--- src/rtl/perbit_irq_group.sv ---
module perbit_irq_group #(
  parameter int N_SRC  = 32,
  parameter int N_OUT  = 10,
  parameter int AW     = 4
) (
  input  logic             clk,
  input  logic             rst_n,
  input  logic [N_SRC-1:0] src_i,
  input  logic             wr_en_i,
  input  logic [AW-1:0]    addr_i,
  input  logic [N_SRC-1:0] wdata_i,
  output logic [N_SRC-1:0] rdata_o,
  output logic [N_OUT-1:0] irq_o
);
  localparam logic [AW-1:0] OFF_EN = AW'(0);
  localparam logic [AW-1:0] OFF_ST = AW'(4);
  localparam int            PADW   = N_SRC - N_OUT;

  logic [N_SRC-1:0] en_q, en_n, shadow_q, shadow_n, src_q, chg;
  logic [N_OUT-1:0] mask_q, mask_n, stat_q, stat_n, pend_q, pend_n, irq_q, irq_n;
  logic [N_OUT-1:0] stat_w, pend_w, irq_w, ev;
  logic             wr_en_reg, wr_st;

  assign wr_en_reg = wr_en_i && (addr_i == OFF_EN);
  assign wr_st     = wr_en_i && (addr_i == OFF_ST) && (wdata_i != '0);
  assign chg       = shadow_q ^ wdata_i;
  assign ev        = src_i[N_OUT-1:0] & ~src_q[N_OUT-1:0] & en_q[N_OUT-1:0];

  always_comb begin
    en_n     = en_q;
    shadow_n = shadow_q;
    mask_n   = mask_q;
    if (wr_en_reg) begin
      shadow_n = wdata_i;
      if (!(wdata_i == '0 && en_q == '0)) begin
        if ((en_q | wdata_i) != en_q)
          en_n = en_q | wdata_i;
        else if ((chg & wdata_i) != '0)
          mask_n = mask_q & ~chg[N_OUT-1:0];
        else
          mask_n = mask_q | chg[N_OUT-1:0];
      end
    end
  end

  always_comb begin
    stat_w = stat_q;
    pend_w = pend_q;
    irq_w  = irq_q;
    if (wr_st) begin
      stat_w = stat_q & ~wdata_i[N_OUT-1:0];
      if (wdata_i != '1) begin
        for (int i = 0; i < N_OUT; i++) begin
          if (wdata_i[i]) begin
            if (pend_q[i]) begin
              stat_w[i] = 1'b1;
              pend_w[i] = 1'b0;
              irq_w[i]  = 1'b1;
            end else begin
              irq_w[i]  = 1'b0;
            end
          end
        end
      end
    end
  end

  always_comb begin
    stat_n = stat_w;
    pend_n = pend_w;
    irq_n  = irq_w;
    for (int i = 0; i < N_OUT; i++) begin
      if (ev[i]) begin
        if (mask_n[i] || stat_w[i]) begin
          pend_n[i] = 1'b1;
        end else begin
          stat_n[i] = 1'b1;
          irq_n[i]  = 1'b1;
        end
      end
    end
  end

  always_ff @(posedge clk) begin
    if (!rst_n) begin
      en_q     <= '0;
      shadow_q <= '0;
      mask_q   <= '0;
      stat_q   <= '0;
      pend_q   <= '0;
      irq_q    <= '0;
      src_q    <= '0;
    end else begin
      en_q     <= en_n;
      shadow_q <= shadow_n;
      mask_q   <= mask_n;
      stat_q   <= stat_n;
      pend_q   <= pend_n;
      irq_q    <= irq_n;
      src_q    <= src_i;
    end
  end

  assign irq_o   = irq_q;
  assign rdata_o = (addr_i == OFF_EN) ? shadow_q :
                   (addr_i == OFF_ST) ? {{PADW{1'b0}}, stat_q} : '0;
endmodule

--- config.mk ---
export PLATFORM = sky130hd
export DESIGN_NAME = perbit_irq_group
export DESIGN_NICKNAME = d
export VERILOG_FILES = /design/src/rtl/perbit_irq_group.sv
export SDC_FILE = /design/constraint.sdc
export NUM_CORES = 1
export LEC_CHECK = 0
export BUFFER_PORTS_ARGS = -buffer_cell sky130_fd_sc_hd__buf_2
export CAP_MARGIN = 20
export CORE_MARGIN = 1.5
export CORE_UTILIZATION = 59
export DETAILED_ROUTE_END_ITERATION = 10
export GPL_TIMING_DRIVEN = 1
export PLACE_DENSITY = 0.93
export SLEW_MARGIN = 20
export SYNTH_ARGS = -nofsm -noshare
export SYNTH_HDL_FRONTEND = slang
export SYNTH_SLANG_ARGS = --single-unit
--- constraint.sdc ---
create_clock -name clk -period 4.73 [get_ports clk]
set_input_delay 0.946 -clock clk [delete_from_list [all_inputs] [get_ports clk]]
set_output_delay 0.946 -clock clk [all_outputs]
set_load 0.03 [all_outputs]
After elaboration in Yosys (flattened, before gate mapping)
Cells that the tools add are included.
Widths: inputs -> output; s select.
{"block": "classes", "eq_ne": 3, "n_mux": 122, "bitwise_logic": 12, "n_reduce_logical": 20}
{"op": "$mux 1", "n": 110}
{"op": "$mux 10", "n": 11}
{"op": "$logic_not 32->1", "n": 2}
{"op": "$reduce_bool 32->1", "n": 2}
{"op": "$and 10x10->10", "n": 4}
{"op": "$and 32x32->32", "n": 1}
{"op": "$mux 32", "n": 1}
{"op": "$ne 32x32->1", "n": 1}
{"op": "$ne 32x32->1 const B", "n": 1}
{"op": "$or 32x32->32", "n": 1}
{"op": "$xor 32x32->32", "n": 1}
{"op": "$not 10->10", "n": 3}
{"op": "$logic_or 1x1->1", "n": 10}
{"op": "$or 10x10->10", "n": 1}
{"op": "$eq 4x3->1 const B", "n": 1}
{"op": "$logic_and 1x1->1", "n": 4}
{"op": "$logic_not 4->1", "n": 1}
{"op": "$reduce_and 3->1", "n": 1}
{"op": "$not 1->1", "n": 1}
{"block": "totals", "ff_bits": 114, "in_bits": 71, "out_inout_bits": 42, "wordCells": 164}

Depth between registers and ports, before layout
{"block": "depth", "word_depth": 10, "depth_mapped": 8, "mapped_depth_nobuf": 8}

Least setup slack after synthesis
Ideal clock, no wire load.
{"block": "synth_path", "kind": "input-to-output", "startpoint": "input addr_i[1]", "endpoint": "output rdata_o[2]", "t_arrival_ns": 1.954, "required_time_ns": 3.784, "path_slack_ns": 1.830, "stages": 3, "n_path_buf": 1, "cell_sequence": "nor4_4 clkbuf_1 a22o_1"}
{"block": "synth_via", "elab_chain_cells": 3, "elab_cells_between_ends": 4, "classes_between": "eq/ne: 1; mux: 2; reduce/logical: 1"}
{"item": "from (decl)", "line_no": "10", "rtl": "input logic [AW-1:0] addr_i,"}
{"item": "$eq 4x3->1", "line_no": "106", "rtl": "(addr_i == OFF_ST) ? {{PADW{1'b0}}, stat_q} : '0;"}
{"item": "$mux 10", "line_no": "106"}
{"item": "$mux 32 (*)", "line_no": "105", "rtl": "assign rdata_o = (addr_i == OFF_EN) ? shadow_q :"}
{"item": "to (decl)", "line_no": "12", "rtl": "output logic [N_SRC-1:0] rdata_o,"}
Mark *: on every way between the ends. The rest lies on a longest branch, timed or not.

Final worst setup path
{"block": "layout_path", "startpoint": "input wdata_i[6]", "endpoint": "register irq_q[8], in the netlist irq_o[8]"}
{"block": "layout_via", "elab_chain_cells": 10, "elab_cells_between_ends": 21, "classes_between": "eq/ne: 2; mux: 10; bitwise: 3; reduce/logical: 6"}
{"item": "from (decl)", "line_no": "11", "rtl": "input logic [N_SRC-1:0] wdata_i,"}
{"item": "$xor 32x32->32", "line_no": "26", "rtl": "assign chg = shadow_q ^ wdata_i;"}
{"item": "$and 32x32->32", "line_no": "38", "rtl": "else if ((chg & wdata_i) != '0)"}
{"item": "$reduce_bool 32->1", "line_no": "38"}
{"item": "$mux 10", "line_no": "38"}
{"item": "$mux 10", "line_no": "36", "rtl": "if ((en_q | wdata_i) != en_q)"}
{"item": "$mux 10", "line_no": "35", "rtl": "if (!(wdata_i == '0 && en_q == '0)) begin"}
{"item": "$mux 10", "line_no": "33", "rtl": "if (wr_en_reg) begin"}
{"item": "$logic_or 1x1->1", "line_no": "74", "rtl": "if (mask_n[i] || stat_w[i]) begin"}
{"item": "$mux 1", "line_no": "74"}
{"item": "$mux 1 (*)", "line_no": "73", "rtl": "if (ev[i]) begin"}
{"item": "to (signal assigned)", "line_no": "99", "rtl": "irq_q <= irq_n;"}
{"item": "to (decl)", "line_no": "20", "rtl": "logic [N_OUT-1:0] mask_q, mask_n, stat_q, stat_n, pend_q, pend_n, irq_q, irq_n;"}
Marks and branches as above.
A chain may end at the register's enable or synchronous reset.

==> results.tsv <==
stage	metric	value	unit
run_status	result of the run	completed	
clock_tree	clock-pin slew of the registers on the worst-case setup and hold paths	60	ps
synth	syn_area_per_cell	8.372	sq um
global_route	GRT Total Usage	0.3430	
drt	DR vias	5629	
critical_path	startpoint types	primary input	
finish	fin nets	819	
synth	number of flops mapped to enable cells by yosys	0	
finish	ANT cells	0	
timing	clock skew	8.912	ps
worst_hold_path	Min-Delay Endpoint	shadow_q[30]	
timing	# setup viols final	0	
critical_path	WS Path Type	primary input to flip-flop	
synth	post-synth top area cell	dfxtp_1	
timing	max-slew violations	0	
synth	Synth warnings	0	
critical_path	Worst Path Arrival	3590	ps
drt	vias per inst	6.538	
critical_path	CP max FO	10	
synth	sequential fraction of the synthesis area	0.4143	
worst_hold_path	HP Class	flip-flop to flip-flop	
floorplan	Vert. Die Dim	99.63	um
drt	DR WL/cell	19.29	um
clock_tree	cts repair resizes	0	
power_and_ir_drop	leakage	2.643	nW
synth	Post-Syn Instances	658	
clock_tree	clock net sink count	114	
floorplan	IO Count	113	
global_route	GRT met3 Usage	0.07238	
finish	commonest non-fill, non-tap cells in the layout	dfxtp_1 (114), buf_2 (90), nand2_1 (83), a21oi_1 (79), nor2_1 (52)	
floorplan	Starting Density	0.6019	
finish	commonest non-fill, non-tap cell in the layout	dfxtp_1	
worst_hold_path	HP Start	shadow_q[30]	
finish	Layout area overhead	19.10	%
timing	Max-slew headroom	0.4327	
timing	fin crit share	0.6779	
critical_path	reg-to-reg setup timing slack	1730	ps
flow_run	Max Cap Viol	0	
synth	Cell variety after synth	51	
timing	final setup TNS	0	ps
global_route	met1 GRT Util	0.4104	
drt	drt initial violations	549	
finish	share of cells above drive strength 1	0.2027	
synth	post-synth net total	739	
global_route	largest net degree at the start of global routing	38	
finish	area of the multi-input gates	2953	sq um
finish	Seq. cell area	2282	sq um
clock_tree	CTS tree	yes	
drt	total wire length	16610	um
clock_tree	Num CTS Buffers	17	
synth	post-synth top area share	0.4143	
global_route	global route overflow	0	
drt	Final ANT Viol Nets	0	
clock_tree	Post-CTS Setup Bufs	0	
clock_tree	Clock Path Buffers	2	
power_and_ir_drop	pwr dens	354.6	nW/um^2
synth	Synth Cell Area	5509	sq um
floorplan	FP Rows	35	
global_route	global-route wire length before repair	26680	um
clock_tree	CTS root buffer	clkbuf_8	
critical_path	R2R depth	8	
synth	Synth Flop Type	dfxtp_1	
timing	transition time of the tightest slew-check pin	844.0	ps
critical_path	r2r startpoint	shadow_q[6]	
critical_path	Crit-path slowest cell	nor4_1	
clock_tree	Hold Buf Count CTS	0	
critical_path	crit-path cells	buf_2, ha_1, nor4_1, nand2_1, nor3_1, nand4_1, nor4_1, o41ai_1	
global_route	GR peak layer	met2	
global_route	vias in the first global route	5405	
clock_tree	clock latency on the worst-skew pair	530	ps
drt	drc violations	0	
timing	RSZ-0062 raised after global routing	no	
place	Final HPWL DP	11370	um
power_and_ir_drop	Worst IR Drop VDD	0.2656	mV
clock_tree	H-tree levels	4	
finish	fillcell total	678	
finish	final core occ	0.7169	
worst_hold_path	Hold Path Depth	2	
global_route	initial antenna violation count	0	
place	gpl congestion	0.9927	
synth	ys async rst share	0	
critical_path	CP peak stage delay	760	ps
synth	Area contributors post-synth	dfxtp_1 (41%), a21oi_1 (7.2%), nand2_1 (5.7%)	
timing	final hold vios	0	
global_route	met2 Use GR	0.5875	
synth	Synth Register Bits	114	
floorplan	die area	9926	sq um
critical_path	crit end category	flip-flop	
critical_path	Crit path required time	5110	ps
place	IO Port Bufs	90	
critical_path	Worst path most repeated cell	nor4_1	
floorplan	core area	9153	sq um
floorplan	die width	99.63	um
drt	Pre-Repair DR Iteration Count	5	
critical_path	worst r2r dst	irq_o[8]	
timing	fmax	311.9	MHz
timing	Final min period	3206	ps
power breakdown:
part | switching [mW] | total, mW | internal [mW]
sequential | 0.00929 | 0.983 | 0.974
clock | 0.445 | 1.20 | 0.753
combinational | 0.0986 | 0.145 | 0.0463
total | 0.553 | 2.33 | 1.77
stage by stage:
| stage | total power, mW | hold slack, ps | instances | area (sq um) | setup slack [ps] |
|---|---|---|---|---|---|
| floorplan | 1.076 | 439.6 | 658 | 5509 | 1830 |
| global placement | 1.137 | 446.2 | 830 | 6012 | 1224 |
| detailed placement | 1.142 | 458.3 | 830 | 6012 | 1187 |
| CTS | 2.320 | 467.1 | 861 | 6561 | 1614 |
| global route | 2.380 | 497.5 | 861 | 6561 | 1337 |
| finish | 2.326 | 461.1 | 861 | 6561 | 1524 |
routing by layer:
layer,vias up,wire (um),part of all wire
li1,2534,-,-
met1,2656,6274,0.38
met2,372,8187,0.49
met3,67,1572,0.095
met4,0,570,0.034
met5,-,0,0
worst max path at each step:
| stage | from | cells past startpoint | endpoint | slack, ps |
|---|---|---|---|---|
| floorplan | addr_i[1] | 3 | rdata_o[2] | 1830 |
| global placement | wdata_i[6] | 8 | irq_o[7] | 1220 |
| detailed placement | wdata_i[6] | 8 | stat_q[9] | 1190 |
| CTS | wdata_i[6] | 8 | irq_o[8] | 1610 |
| global route | wdata_i[6] | 8 | stat_q[9] | 1340 |
| finish | wdata_i[6] | 8 | irq_o[8] | 1520 |
cell usage after synthesis, types with 4 or more instances:
library cell,count
dfxtp_1,114
nand2_1,83
a21oi_1,79
nor2_1,52
and2_1,37
inv_1,33
clkbuf_1,28
nand2b_1,28
nor4_1,22
a22o_1,14
nand4_1,13
a31oi_1,12
a32o_1,10
ha_1,10
o2111ai_1,8
o22ai_1,8
o31ai_1,8
or4_4,8
buf_2,7
nand3_1,7
nor3_1,7
o21ai_0,6
nor2b_1,5
a22oi_1,4
a41o_1,4
mux2i_1,4
o21a_1,4
sequential cells by signal, summed over array words and instances (netlist names):
signal,cells
src_q,10
en_q,32
irq_o,10
stat_q,10
mask_q,10
shadow_q,32
pend_q,10
worst max-delay path, delay by kind of cell:
| kind | cells | cell delay, ps |
|---|---|---|
| and+or+nand+nor | 5 | 2050 |
| adders and majority gates | 1 | 240 |
| AOI/OAI and AO/OA | 1 | 180 |
| buffers and inverters | 1 | 170 |
kinds of logic after synthesis:
logic type / share of synthesized area
compound gates: 0.2253
fa+ha+maj: 0.02271
buf+inv: 0.05201
flops: 0.4143
mux: 0.01544
simple gates: 0.2703
layout make-up:
class | count | area share
Clock buffer | 20 | 0.06636
Clock inverter | 11 | 0.01735
Inverter | 34 | 0.01945
Multi-Input combinational cell | 473 | 0.4500
Sequential cell | 114 | 0.3478
Tap cell | 111 | 0.02117
Timing Repair Buffer | 98 | 0.07780
Note: power is estimated with default switching activity, not from simulation.
